### src/rtl/gpio_edge_pkg.sv
package gpio_edge_pkg;

    // Default geometry
    localparam int unsigned DEF_PINS  = 32;
    localparam int unsigned SYNC_DEPTH = 2;

    // Edge selection carried per pin: bit0 = rising, bit1 = falling
    typedef enum logic [1:0] {
        EDGE_NONE = 2'b00,
        EDGE_RISE = 2'b01,
        EDGE_FALL = 2'b10,
        EDGE_ANY  = 2'b11
    } edge_sel_e;

    // Current and previous synchronized sample of one pin
    typedef struct packed {
        logic cur;
        logic old;
    } pin_pair_t;

    // Width of a counter that must reach n
    function automatic int unsigned cnt_bits(input int unsigned n);
        return (n < 2) ? 1 : $clog2(n + 1);
    endfunction

    // Decide whether one pin's sample pair is a selected transition
    function automatic logic pin_hit(input pin_pair_t pr, input edge_sel_e sel);
        logic rose;
        logic fell;
        rose = pr.cur & ~pr.old;
        fell = ~pr.cur & pr.old;
        case (sel)
            EDGE_RISE: return rose;
            EDGE_FALL: return fell;
            EDGE_ANY:  return rose | fell;
            default:   return 1'b0;
        endcase
    endfunction

endpackage

### src/rtl/gpio_sync_chain.sv
module gpio_sync_chain
    import gpio_edge_pkg::*;
#(
    parameter int unsigned PINS   = DEF_PINS,
    parameter int unsigned STAGES = SYNC_DEPTH
) (
    input  logic            clk,
    input  logic            rst,
    input  logic [PINS-1:0] din,
    output logic [PINS-1:0] dout
);

    localparam int unsigned LAST = STAGES - 1;

    logic [STAGES-1:0][PINS-1:0] stage_q;

    // Repeated flop stages; stage 0 samples the raw pins
    for (genvar k = 0; k < STAGES; k++) begin : g_stage
        if (k == 0) begin : g_first
            always_ff @(posedge clk) begin
                if (rst) stage_q[k] <= '0;
                else     stage_q[k] <= din;
            end
        end else begin : g_next
            always_ff @(posedge clk) begin
                if (rst) stage_q[k] <= '0;
                else     stage_q[k] <= stage_q[k-1];
            end
        end
    end

    assign dout = stage_q[LAST];

    // one edge of reset leaves the output cleared
    p_sync_clear_r8: assert property (@(posedge clk) $past(rst) |-> dout == '0);

endmodule

### src/rtl/gpio_sample_hist.sv
module gpio_sample_hist
    import gpio_edge_pkg::*;
#(
    parameter int unsigned PINS   = DEF_PINS,
    parameter int unsigned STAGES = SYNC_DEPTH
) (
    input  logic            clk,
    input  logic            rst,
    input  logic [PINS-1:0] cur,
    output logic [PINS-1:0] prev,
    output logic            armed
);

    // Edges after reset before level and history both hold real samples
    localparam int unsigned ARM_COUNT = STAGES + 1;
    localparam int unsigned CW        = cnt_bits(ARM_COUNT);
    localparam logic [CW-1:0] ARM_VAL = CW'(ARM_COUNT);

    logic [PINS-1:0] prev_q;
    logic [CW-1:0]   warm_q;

    always_ff @(posedge clk) begin
        if (rst) prev_q <= '0;
        else     prev_q <= cur;
    end

    // Saturating warm-up counter
    always_ff @(posedge clk) begin
        if (rst)                 warm_q <= '0;
        else if (warm_q != ARM_VAL) warm_q <= warm_q + 1'b1;
    end

    assign prev  = prev_q;
    assign armed = (warm_q == ARM_VAL);

    // history lags the synchronized level by one clock
    p_prev_lag_r2: assert property (@(posedge clk) disable iff (rst)
        armed |-> prev == $past(cur));

    // history cleared by reset
    p_prev_clear_r8: assert property (@(posedge clk) $past(rst) |-> prev == '0);

endmodule

### src/rtl/gpio_edge_match.sv
module gpio_edge_match
    import gpio_edge_pkg::*;
#(
    parameter int unsigned PINS = DEF_PINS
) (
    input  logic            clk,
    input  logic            rst,
    input  logic            armed,
    input  logic [PINS-1:0] cur,
    input  logic [PINS-1:0] prev,
    input  logic [PINS-1:0] rise_en,
    input  logic [PINS-1:0] fall_en,
    output logic [PINS-1:0] evt
);

    logic [PINS-1:0] hit_d;
    logic [PINS-1:0] evt_q;

    // Per-pin comparison of the sample pair under its edge selection
    for (genvar i = 0; i < PINS; i++) begin : g_pin
        pin_pair_t pr;
        edge_sel_e sel;
        assign pr    = '{cur: cur[i], old: prev[i]};
        assign sel   = edge_sel_e'({fall_en[i], rise_en[i]});
        assign hit_d[i] = pin_hit(pr, sel);
    end

    // Registered event, held low until the history is real
    always_ff @(posedge clk) begin
        if (rst)        evt_q <= '0;
        else if (armed) evt_q <= hit_d;
        else            evt_q <= '0;
    end

    assign evt = evt_q;

    // no event on a pin whose selects were both clear
    p_unselected_quiet_r6: assert property (@(posedge clk) disable iff (rst)
        armed |-> (evt & ~$past(rise_en | fall_en)) == '0);

    // an event needs a difference between level and history
    p_evt_needs_change_r7: assert property (@(posedge clk) disable iff (rst)
        armed |-> (evt & ~$past(cur ^ prev)) == '0);

endmodule

### src/rtl/gpio_edge_detect.sv
module gpio_edge_detect
    import gpio_edge_pkg::*;
#(
    parameter int unsigned PINS = DEF_PINS
) (
    input  logic            clk,
    input  logic            rst,
    input  logic [PINS-1:0] pin_in,
    input  logic [PINS-1:0] rise_en,
    input  logic [PINS-1:0] fall_en,
    output logic [PINS-1:0] pin_level,
    output logic [PINS-1:0] pin_prev,
    output logic [PINS-1:0] evt
);

    logic [PINS-1:0] sync_lvl;
    logic [PINS-1:0] hist_lvl;
    logic            armed;

    gpio_sync_chain #(.PINS(PINS), .STAGES(SYNC_DEPTH)) u_sync (
        .clk  (clk),
        .rst  (rst),
        .din  (pin_in),
        .dout (sync_lvl)
    );

    gpio_sample_hist #(.PINS(PINS), .STAGES(SYNC_DEPTH)) u_hist (
        .clk   (clk),
        .rst   (rst),
        .cur   (sync_lvl),
        .prev  (hist_lvl),
        .armed (armed)
    );

    gpio_edge_match #(.PINS(PINS)) u_match (
        .clk     (clk),
        .rst     (rst),
        .armed   (armed),
        .cur     (sync_lvl),
        .prev    (hist_lvl),
        .rise_en (rise_en),
        .fall_en (fall_en),
        .evt     (evt)
    );

    assign pin_level = sync_lvl;
    assign pin_prev  = hist_lvl;

    // silence while not armed
    p_warmup_silent_r9: assert property (@(posedge clk) disable iff (rst)
        !armed |-> evt == '0);

    // two-clock synchronizer latency, checked once fully armed
    p_sync_lag_r1: assert property (@(posedge clk) disable iff (rst)
        armed |-> pin_level == $past(pin_in, 2));

    // event register cleared by reset
    p_evt_clear_r8: assert property (@(posedge clk) $past(rst) |-> evt == '0);

endmodule

### config.mk
export PLATFORM = sky130hd
export DESIGN_NAME = gpio_edge_detect
export DESIGN_NICKNAME = d
export VERILOG_FILES = /design/src/rtl/gpio_edge_pkg.sv /design/src/rtl/gpio_sync_chain.sv /design/src/rtl/gpio_sample_hist.sv /design/src/rtl/gpio_edge_match.sv /design/src/rtl/gpio_edge_detect.sv
export SDC_FILE = /design/constraint.sdc
export NUM_CORES = 1
export LEC_CHECK = 0
export ABC_CLOCK_PERIOD_IN_PS = 1500
export BUFFER_PORTS_ARGS = -buffer_cell sky130_fd_sc_hd__buf_2
export CAP_MARGIN = 20
export CELL_PAD_IN_SITES_DETAIL_PLACEMENT = 1
export CELL_PAD_IN_SITES_GLOBAL_PLACEMENT = 2
export CORE_MARGIN = 3
export CORE_UTILIZATION = 30
export CTS_CLUSTER_SIZE = 16
export DETAILED_ROUTE_END_ITERATION = 6
export GPL_TIMING_DRIVEN = 0
export PLACE_DENSITY_LB_ADDON = 0.1
export SLEW_MARGIN = 10
export SYNTH_ARGS = -nofsm -noshare
export SYNTH_HDL_FRONTEND = slang
export SYNTH_SLANG_ARGS = --single-unit
### constraint.sdc
create_clock -name clk -period 1.5 [get_ports clk]
set_input_delay 0.3 -clock clk [delete_from_list [all_inputs] [get_ports clk]]
set_output_delay 0.3 -clock clk [all_outputs]
set_load 0.01 [all_outputs]
==> impl_metrics.tcl <==
set metrics [dict create \
    port_buffers 192 \
    route.met2.wl_um 6719 \
    timing.fmax_ghz 0.7542 \
    endpoint_kind "primary output" \
    drtIter0Drc 67 \
    syn_avg_cell_area_um2 10.34 \
    htree_levels 4 \
    place_congestion 0.7533 \
    grt_overflow_total 0 \
    yosys_most_used_dff "dfxtp_1" \
    fin_setup_tns_ps 0 \
    post_cts_buffers 0 \
    finalNetCount 908 \
    p_leak_nw 3.740 \
    min_period_over_period 0.8839 \
    max_cap_viol_count 0 \
    die_w_um 141.7 \
    synth_warnings 0 \
    seq_area_frac_synth 0.4713 \
    clock_sinks 130 \
    wl_met3_um 1141 \
    critPathLaunchType "flip-flop" \
    ys_ff_latch 130 \
    async_flop_share 0 \
    ir_drop_mv 0.7616 \
    tightestPinTransition_ps 515.3 \
    hold_slack_ps 84.55 \
    cts_inserted_buffers 17 \
    grt_pass1_wl_um 21880 \
    rows 48 \
    area_growth_pct 32.63 \
    synth.net_count 697 \
    clk_path_buf_depth 2 \
    cellPowerDensity_mw_per_mm2 1144 \
    antenna_found_initial 2 \
    drt_first_pass_iters 4 \
    required_ps 1200 \
    viasPerCell 4.233 \
    slew_headroom 0.6565 \
    grt_max_degree 17 \
    setup_viol 0 \
    finalHoldViolCount 0 \
    drive_gt1_frac 0.3767 \
    core_area_mm2 0.01766 \
    grt_pass1_vias 4424 \
    initial_core_util 0.3127 \
    worstSkewPairLatency_ps 410 \
    die_y_um 141.7 \
    die_area_mm2 0.02007 \
    dp.cells 951 \
    ctsResizeCount 0 \
    dr.max_layer_used "met5" \
    wl_per_cell_um 14.02 \
    total_power_w 0.008379 \
    rsz0062_at_grt "no" \
    cts.clk_slew.worst_paths_ps 60 \
    drc 0 \
    outcome "finished clean" \
    syn_area_mm2 0.005522 \
    cts_root_buf "clkbuf_16" \
    ant_nets 0 \
    fin_cells 980 \
    utilization 0.4148 \
    critical_path_class "reg -> out" \
    dp_hpwl_um 10770 \
    num_io_pins 194 \
    vias 4148 \
    ys_types 19 \
    postSynthCellCount 534 \
    grt_use_total 0.1398 \
    cp_max_fo 3 \
    hold_buffers 0 \
    fin_skew_ps 8.434 \
    drv_slew 0 \
    wirelength_um 13740 \
    cts_tree "yes" \
    hold_path_class "in -> reg" \
    arrival_ps 1030 \
    synth_edf_count 0 \
    wirelength_met1_um 5619 \
    fin_crit_ps 1326 \
]
through the flow:
| step | instance area (µm²) | setup WS (ps) |
|---|---|---|
| CTS | 7321 | 140.0 |
| floorplan | 5522 | 465.8 |
| finish | 7323 | 174.1 |
| global route | 7323 | 110.3 |
| global placement | 6764 | 265.7 |
| detailed placement | 6764 | 241.7 |
where the power goes:
group	switching (W)	total [W]	internal, W
combinational	0.000377	0.000742	0.000365
sequential	0.0000658	0.00365	0.00359
clock	0.00145	0.00398	0.00253
Yosys cell counts, drive strengths merged (6+ instances only):
| library cell | count | area (µm²) |
|---|---|---|
| nor2b | 44 | 275.3 |
| a211oi | 26 | 315.3 |
| nand3b | 6 | 45.04 |
| ha | 65 | 813.3 |
| nand2 | 6 | 22.52 |
| o211ai | 6 | 45.04 |
| dfxtp | 130 | 2603 |
| inv | 90 | 337.8 |
| and2b | 20 | 150.1 |
| a21oi | 32 | 160.2 |
| buf | 41 | 315.3 |
| mux2i | 27 | 270.3 |
| nor2 | 34 | 127.6 |
worst max-delay path, cell delays in order, from the launching register on:
cell     delay (ps)
dfxtp_1         370
buf_4           130
buf_2           120
layer usage:
metal  global-route usage  vias to the layer above
li1                     -                     2075
met1               0.1562                     1927
met2               0.2404                      125
met3              0.05831                       19
met4              0.04697                        2
met5                    0                        -
cells by family after synthesis:
family / Yosys count / share of synthesized area
DFF: 130 / 0.4713
muxes: 27 / 0.04895
adders and majority gates: 65 / 0.1473
and+or+nand+nor: 111 / 0.1149
xor gates and xnor gates: 1 / 0.001587
AOI/OAI and AO/OA: 64 / 0.09427
buffers and inverters: 136 / 0.1217
flip-flops by register name (all words and copies together), names as in the netlist:
signal,count
u_hist.prev,32
u_hist.warm_q,2
u_match.evt,32
u_sync.dout,32
u_sync.stage_q,32
cells in the final DEF, fill, tap and decap left out:
cell | netlist | layout
inv_1 | 90 | 90
mux2i_1 | 27 | 27
nand2b_4 | 1 | 1
a211oi_1 | 2 | 2
clkinvlp_4 | 0 | 1
bufinv_16 | 0 | 2
nor2b_1 | 44 | 44
a21oi_1 | 32 | 32
clkbuf_8 | 0 | 3
nor2_1 | 34 | 34
o211ai_1 | 6 | 6
xor2_1 | 1 | 1
dfxtp_1 | 130 | 130
diode_2 | 0 | 1
clkbuf_1 | 5 | 7
buf_2 | 3 | 195
buf_4 | 34 | 34
clkbuf_16 | 0 | 17
nand3b_1 | 6 | 6
nand2_1 | 6 | 6
ha_1 | 65 | 65
buf_6 | 4 | 4
clkinv_2 | 0 | 3
and2b_1 | 20 | 20
a211oi_2 | 24 | 24
cell type report:
cell class,count,area [µm²]
Antenna cell,1,2.502
Buffer,46,334.1
Clock buffer,22,474.2
Clock inverter,6,82.58
Fill cell,2034,10330
Inverter,90,337.8
Multi-Input combinational cell,268,2247
Sequential cell,130,2603
Tap cell,225,281.5
Timing Repair Buffer,192,960.9
final timing paths:
check	startpoint	to	slack [ps]	cells after the start
worst max-delay path	u_sync.dout[28]	pin_level[28]	170	2
worst min-delay path	fall_en[22]	u_match.evt[22]	80	2
worst max register to register	u_sync.dout[2]	u_match.evt[2]	330	5
worst min register to register	u_sync.stage_q[7]	u_sync.dout[7]	430	1
Note: power is estimated with default switching activity, not from simulation.
